File: src/rtl/phy_irq_pkg.sv
package phy_irq_pkg;
    localparam int DATA_W    = 16;
    localparam int ADDR_W    = 5;
    localparam logic [ADDR_W-1:0] ADDR_CTRL = 5'h11;
    localparam logic [ADDR_W-1:0] ADDR_STAT = 5'h12;
    localparam int CTRL_OE_BIT   = 0;
    localparam int CTRL_GEN_BIT  = 1;
    localparam int CTRL_TEST_BIT = 2;

    typedef struct packed {
        logic test;
        logic gen;
        logic oe;
    } ctrl_t;
endpackage

File: src/rtl/phy_irq_ctrl.sv
module phy_irq_ctrl
    import phy_irq_pkg::*;
(
    input  logic  clk,
    input  logic  rst_n,
    input  logic  wr_i,
    input  ctrl_t wval_i,
    output ctrl_t ctrl_o
);
    typedef struct packed {
        ctrl_t c;
    } st_t;

    st_t st_d, st_q;

    always_comb begin
        st_d = st_q;
        if (wr_i) st_d.c = wval_i;
    end

    always_ff @(posedge clk or negedge rst_n) begin
        if (!rst_n) st_q <= '0;
        else        st_q <= st_d;
    end

    assign ctrl_o = st_q.c;

    // a write loads the three control bits
    p_ctrl_write_r2: assert property (@(posedge clk) disable iff (!rst_n)
        wr_i |=> ctrl_o == $past(wval_i));
endmodule

File: src/rtl/phy_irq_status.sv
module phy_irq_status #(
    parameter int NUM_EVENTS = 6
) (
    input  logic                  clk,
    input  logic                  rst_n,
    input  logic [NUM_EVENTS-1:0] evt_i,
    input  logic                  rd_clr_i,
    input  logic                  wr_i,
    input  logic [NUM_EVENTS-1:0] wen_i,
    output logic [NUM_EVENTS-1:0] stat_o,
    output logic [NUM_EVENTS-1:0] en_o
);
    typedef struct packed {
        logic [NUM_EVENTS-1:0] stat;
        logic [NUM_EVENTS-1:0] en;
    } st_t;

    st_t st_d, st_q;

    always_comb begin
        st_d      = st_q;
        // clear on read, but a coincident event wins
        st_d.stat = (rd_clr_i ? '0 : st_q.stat) | evt_i;
        if (wr_i) st_d.en = wen_i;
    end

    always_ff @(posedge clk or negedge rst_n) begin
        if (!rst_n) st_q <= '0;
        else        st_q <= st_d;
    end

    assign stat_o = st_q.stat;
    assign en_o   = st_q.en;

    // every pulsed event is latched, even on a read cycle
    p_evt_latch_r3: assert property (@(posedge clk) disable iff (!rst_n)
        (evt_i != '0) |=> ((stat_o & $past(evt_i)) == $past(evt_i)));

    // a read with no new event empties the status field
    p_read_clear_r4: assert property (@(posedge clk) disable iff (!rst_n)
        (rd_clr_i && evt_i == '0) |=> stat_o == '0);

    // enable write takes the new value
    p_en_write_r6: assert property (@(posedge clk) disable iff (!rst_n)
        wr_i |=> en_o == $past(wen_i));

    // a write alone never drops a pending status bit
    p_stat_keep_r6: assert property (@(posedge clk) disable iff (!rst_n)
        (wr_i && !rd_clr_i) |=> ((stat_o & $past(stat_o)) == $past(stat_o)));
endmodule

File: src/rtl/phy_irq_pin.sv
module phy_irq_pin
    import phy_irq_pkg::*;
#(
    parameter int NUM_EVENTS = 6
) (
    input  logic                  clk,
    input  logic                  rst_n,
    input  ctrl_t                 ctrl_i,
    input  logic [NUM_EVENTS-1:0] stat_i,
    input  logic [NUM_EVENTS-1:0] en_i,
    input  logic                  pin_i,
    output logic                  pin_n_o,
    output logic                  pin_oe_o,
    output logic                  pwrdn_req_o
);
    logic evt_irq;
    logic irq_active;

    assign evt_irq     = ctrl_i.gen && ((stat_i & en_i) != '0);
    assign irq_active  = ctrl_i.test || evt_irq;
    assign pin_n_o     = ~irq_active;
    assign pin_oe_o    = ctrl_i.oe;
    assign pwrdn_req_o = ctrl_i.oe ? 1'b0 : ~pin_i;

    // test bit forces the pin low
    p_test_force_r8: assert property (@(posedge clk) disable iff (!rst_n)
        ctrl_i.test |-> !pin_n_o);

    // no global enable and no test means no interrupt
    p_gen_gate_r7: assert property (@(posedge clk) disable iff (!rst_n)
        (!ctrl_i.gen && !ctrl_i.test) |-> pin_n_o);

    // driving the pin suppresses the power-down request
    p_drive_r9: assert property (@(posedge clk) disable iff (!rst_n)
        ctrl_i.oe |-> (pin_oe_o && !pwrdn_req_o));

    // input mode releases the pin
    p_input_r10: assert property (@(posedge clk) disable iff (!rst_n)
        !ctrl_i.oe |-> (!pin_oe_o && pwrdn_req_o == !pin_i));
endmodule

File: src/rtl/phy_irq_regs.sv
module phy_irq_regs
    import phy_irq_pkg::*;
#(
    parameter int NUM_EVENTS = 6
) (
    input  logic                  clk,
    input  logic                  rst_n,
    input  logic [NUM_EVENTS-1:0] evt_i,
    input  logic [ADDR_W-1:0]     reg_addr_i,
    input  logic                  reg_wr_i,
    input  logic                  reg_rd_i,
    input  logic [DATA_W-1:0]     reg_wdata_i,
    output logic [DATA_W-1:0]     reg_rdata_o,
    input  logic                  irq_pin_i,
    output logic                  irq_pin_n_o,
    output logic                  irq_pin_oe_o,
    output logic                  pwrdn_req_o
);
    localparam int STAT_LSB = DATA_W - NUM_EVENTS;

    logic                  sel_ctrl, sel_stat;
    logic                  wr_ctrl, wr_stat, rd_stat;
    ctrl_t                 ctrl_wval, ctrl_q;
    logic [NUM_EVENTS-1:0] stat, en;
    logic                  unused_wdata;

    assign sel_ctrl = (reg_addr_i == ADDR_CTRL);
    assign sel_stat = (reg_addr_i == ADDR_STAT);
    assign wr_ctrl  = reg_wr_i && sel_ctrl;
    assign wr_stat  = reg_wr_i && sel_stat;
    assign rd_stat  = reg_rd_i && sel_stat;

    assign ctrl_wval.test = reg_wdata_i[CTRL_TEST_BIT];
    assign ctrl_wval.gen  = reg_wdata_i[CTRL_GEN_BIT];
    assign ctrl_wval.oe   = reg_wdata_i[CTRL_OE_BIT];
    assign unused_wdata   = &{1'b0, reg_wdata_i[DATA_W-1:NUM_EVENTS]};

    phy_irq_ctrl u_ctrl (
        .clk    (clk),
        .rst_n  (rst_n),
        .wr_i   (wr_ctrl),
        .wval_i (ctrl_wval),
        .ctrl_o (ctrl_q)
    );

    phy_irq_status #(.NUM_EVENTS(NUM_EVENTS)) u_status (
        .clk      (clk),
        .rst_n    (rst_n),
        .evt_i    (evt_i),
        .rd_clr_i (rd_stat),
        .wr_i     (wr_stat),
        .wen_i    (reg_wdata_i[NUM_EVENTS-1:0]),
        .stat_o   (stat),
        .en_o     (en)
    );

    phy_irq_pin #(.NUM_EVENTS(NUM_EVENTS)) u_pin (
        .clk         (clk),
        .rst_n       (rst_n),
        .ctrl_i      (ctrl_q),
        .stat_i      (stat),
        .en_i        (en),
        .pin_i       (irq_pin_i),
        .pin_n_o     (irq_pin_n_o),
        .pin_oe_o    (irq_pin_oe_o),
        .pwrdn_req_o (pwrdn_req_o)
    );

    always_comb begin
        reg_rdata_o = '0;
        if (reg_rd_i && sel_ctrl) begin
            reg_rdata_o[CTRL_TEST_BIT] = ctrl_q.test;
            reg_rdata_o[CTRL_GEN_BIT]  = ctrl_q.gen;
            reg_rdata_o[CTRL_OE_BIT]   = ctrl_q.oe;
        end else if (rd_stat) begin
            reg_rdata_o[DATA_W-1:STAT_LSB] = stat;
            reg_rdata_o[NUM_EVENTS-1:0]    = en;
        end
    end

    // reserved control bits always read as zero
    p_ctrl_rsvd_r2: assert property (@(posedge clk) disable iff (!rst_n)
        (reg_rd_i && sel_ctrl) |-> reg_rdata_o[DATA_W-1:CTRL_TEST_BIT+1] == '0);

    // reading the control register leaves status intact
    p_ctrl_read_keep_r11: assert property (@(posedge clk) disable iff (!rst_n)
        (reg_rd_i && sel_ctrl) |=> ((stat & $past(stat)) == $past(stat)));
endmodule

File: config.mk
export PLATFORM = sky130hd
export DESIGN_NAME = phy_irq_regs
export DESIGN_NICKNAME = d
export VERILOG_FILES = /design/src/rtl/phy_irq_pkg.sv /design/src/rtl/phy_irq_ctrl.sv /design/src/rtl/phy_irq_status.sv /design/src/rtl/phy_irq_pin.sv /design/src/rtl/phy_irq_regs.sv
export SDC_FILE = /design/constraint.sdc
export NUM_CORES = 1
export LEC_CHECK = 0
export ABC_AREA = 1
export BUFFER_PORTS_ARGS = -buffer_cell sky130_fd_sc_hd__buf_2
export CAP_MARGIN = 30
export CORE_MARGIN = 2
export CORE_UTILIZATION = 35
export CTS_BUF_LIST = sky130_fd_sc_hd__clkbuf_4 sky130_fd_sc_hd__clkbuf_8 sky130_fd_sc_hd__clkbuf_16
export DETAILED_ROUTE_END_ITERATION = 6
export GPL_TIMING_DRIVEN = 1
export MAX_ROUTING_LAYER = met4
export PLACE_DENSITY = 0.67
export SYNTH_ARGS = -nofsm -noshare
export SYNTH_HDL_FRONTEND = slang
export SYNTH_SLANG_ARGS = --single-unit
File: constraint.sdc
create_clock -name clk -period 2.2 [get_ports clk]
set_input_delay 0.44 -clock clk [delete_from_list [all_inputs] [get_ports clk]]
set_output_delay 0.44 -clock clk [all_outputs]
set_load 0.005 [all_outputs]
==> flow_summary.ini <==
[run_status]
status = complete, no violations

[timing]
timing.fmax_ghz = 0.5449
layout_min_cycle_time_ns = 1.835
final.setup.tns_ns = 0
fin_crit_sh = 0.8342
clock_skew_ns = 0
setup_violations = 0
drv_slew = 0
holdWs_ns = 0.04879
hold_viol = 0
rsz0062_at_grt = false

[critical_path]
cp_num_cells = 7
crit_fanout = 9
cpMostUsedCell = buf_2
cp.arrival_ns = 1.40
r2r_end = u_status.stat_o[2]
crit_start = reg_addr_i[3]
crit_chain = buf_2 > or2_4 > nor2_4 > buf_4 > nand3_1 > nand2_1 > buf_2
critical_path.top_delay_family = simple AND/OR/NAND/NOR gates
startpoint_type = primary input
end_kind = output pin
endpoint = reg_rdata_o[2]
cp.buffers_inverters = 3
worst_ep_required_time_ns = 1.76
crit_type = in2out
reg2regPathDepth = 2
slowest_delay_ns = 0.27
crit_slowest_cell = or2_4
rr_startpoint = u_status.stat_o[2]
rrSetupSlack_ns = 1.56

[floorplanning]
ios = 51
placementRows = 17
die_w_um = 53.45
initial_core_util = 0.3796
die_area_um2 = 2857
design.core.area_um2 = 2255
die_h_um = 53.45

[drt]
routed_wl_um = 1765
viasPerCell = 4.335
wl_per_cell_um = 9.698
vias = 789
drt_iter0_markers = 10
first_pass_iters = 4
antenna_left = 0
drcViolationCount = 0

[placement]
gp_congestion = 0.8133
portBuffers = 36
dp_hpwl_um = 1352

[flow_run]
cap_violations = 0

[clocking]
clock_sinks = 15
htreeDepth = 1
insertion_delay_ns = 0.27
clockBufferDepth = 2
root_buffer = clkbuf_4
cts_setup_buffers = 0
path_clk_slew_ns = 0.09
cts_made_buffers = 3
cts-resized-gates = 0
hold_buffers = 0
cts_tree = done

[synth]
ys_ff_latch = 15
yosys_warnings = 0
yosysSeqAreaShare = 0.4386
synth_cell_types = 15
synth_area_um2 = 855.8
avgSynthCellArea_um2 = 7.315
syn-instance-count = 117

[global_route]
global_route.peak_usage_layer = met2
antenna_found_initial = 0
gr-usage-met2 = 0.2222
grt-ovfl-total = 0
grt_max_degree = 16
met3_usage = 0.03390
grt_pass1_vias = 719
grt_usage = 0.1463
grt_pass1_wl_um = 2870
grt.met1_usage = 0.1850

[final_layout]
post_route_cells_drive_above_1_share = 0.3117
final_cell_mix = nand2_1, buf_2, inv_1, nand3_1, dfrtp_1
nNetsFinal = 187
final_common_cell = nand2_1
area_delta_synth_final_pct = 24.27
antenna_cells = 0

[worst_hold_path]
hold_path.class = in2async

[power]
peakVddDrop_uv = 337.6
power_density_nw_per_um2 = 583.9
leakagePower_nw = 0.7100
## kinds of logic (layout without fill, tap and decap cells)
family	Yosys count	count (layout)	share of synthesized area
DFF	15	15	0.4386
and+or+nand+nor	77	77	0.4152
buffers and inverters	23	57	0.1360
AOI/OAI and AO/OA	1	1	0.005842
other	1	4	0.004382
## power by group
group	switching, mW	internal [mW]
clock	0.0875	0.0826
sequential	0.0260	0.308
combinational	0.0646	0.0528
total	0.178	0.443
## worst min path at each step
stage | cells past startpoint | startpoint | slack (ns) | endpoint
global route | 1 | rst_n | 0.06 | u_status.stat_o[3]
detailed placement | 1 | rst_n | 0.36 | u_status.en_o[5]
global placement | 1 | rst_n | 0.36 | u_status.stat_o[5]
CTS | 1 | rst_n | 0.05 | u_status.en_o[5]
floorplan | 0 | rst_n | 0.14 | u_ctrl.ctrl_o[0]
finish | 1 | rst_n | 0.05 | u_status.stat_o[5]
## routing by layer
| metal | wire length (um) | part of all wire |
|---|---|---|
| met1 | 844 | 0.48 |
| met3 | 75 | 0.042 |
| met2 | 835 | 0.47 |
| met4 | 8 | 0.0045 |
| met5 | 0 | 0 |
## per-stage QoR
step                instances  setup slack, ns  power, mW  utilization  cell area (um^2)
floorplan                 120           0.6071     0.4074            -             867.1
global placement          178           0.3664     0.4535       0.4584              1033
detailed placement        178           0.3716     0.4579       0.4584              1033
CTS                       182           0.3682     0.6293       0.4717              1064
global route              182           0.2936     0.6699       0.4717              1064
finish                    182           0.3647     0.6210       0.4717              1064
## layout make-up
type	count	area [um^2]
clock buffer	4	30.03
fill	243	1191
inverter	16	60.06
multi-input combinational	82	375.4
sequential	15	375.4
tap	28	35.03
timing repair buffer	37	187.7
## cells in the mapped netlist, drive strengths merged
cell	n	share of area
inv	16	0.070
or2	1	0.010
buf	6	0.061
nand2	46	0.22
nor2	13	0.080
nand3b	2	0.018
nand3	15	0.088
a21oi	1	0.0058
clkbuf	1	0.0044
dfrtp	15	0.44
conb	1	0.0044
## flip-flops by register name, indices dropped and copies added (netlist names)
name,cells
u_status.en_o,6
u_status.stat_o,6
u_ctrl.ctrl_o,3
## worst reg2reg max path, stage by stage (launching register included)
cell and delay [ns]:
dfrtp_1 0.41, nand2_1 0.07, nand2_1 0.05
Note: power is estimated with default switching activity, not from simulation.
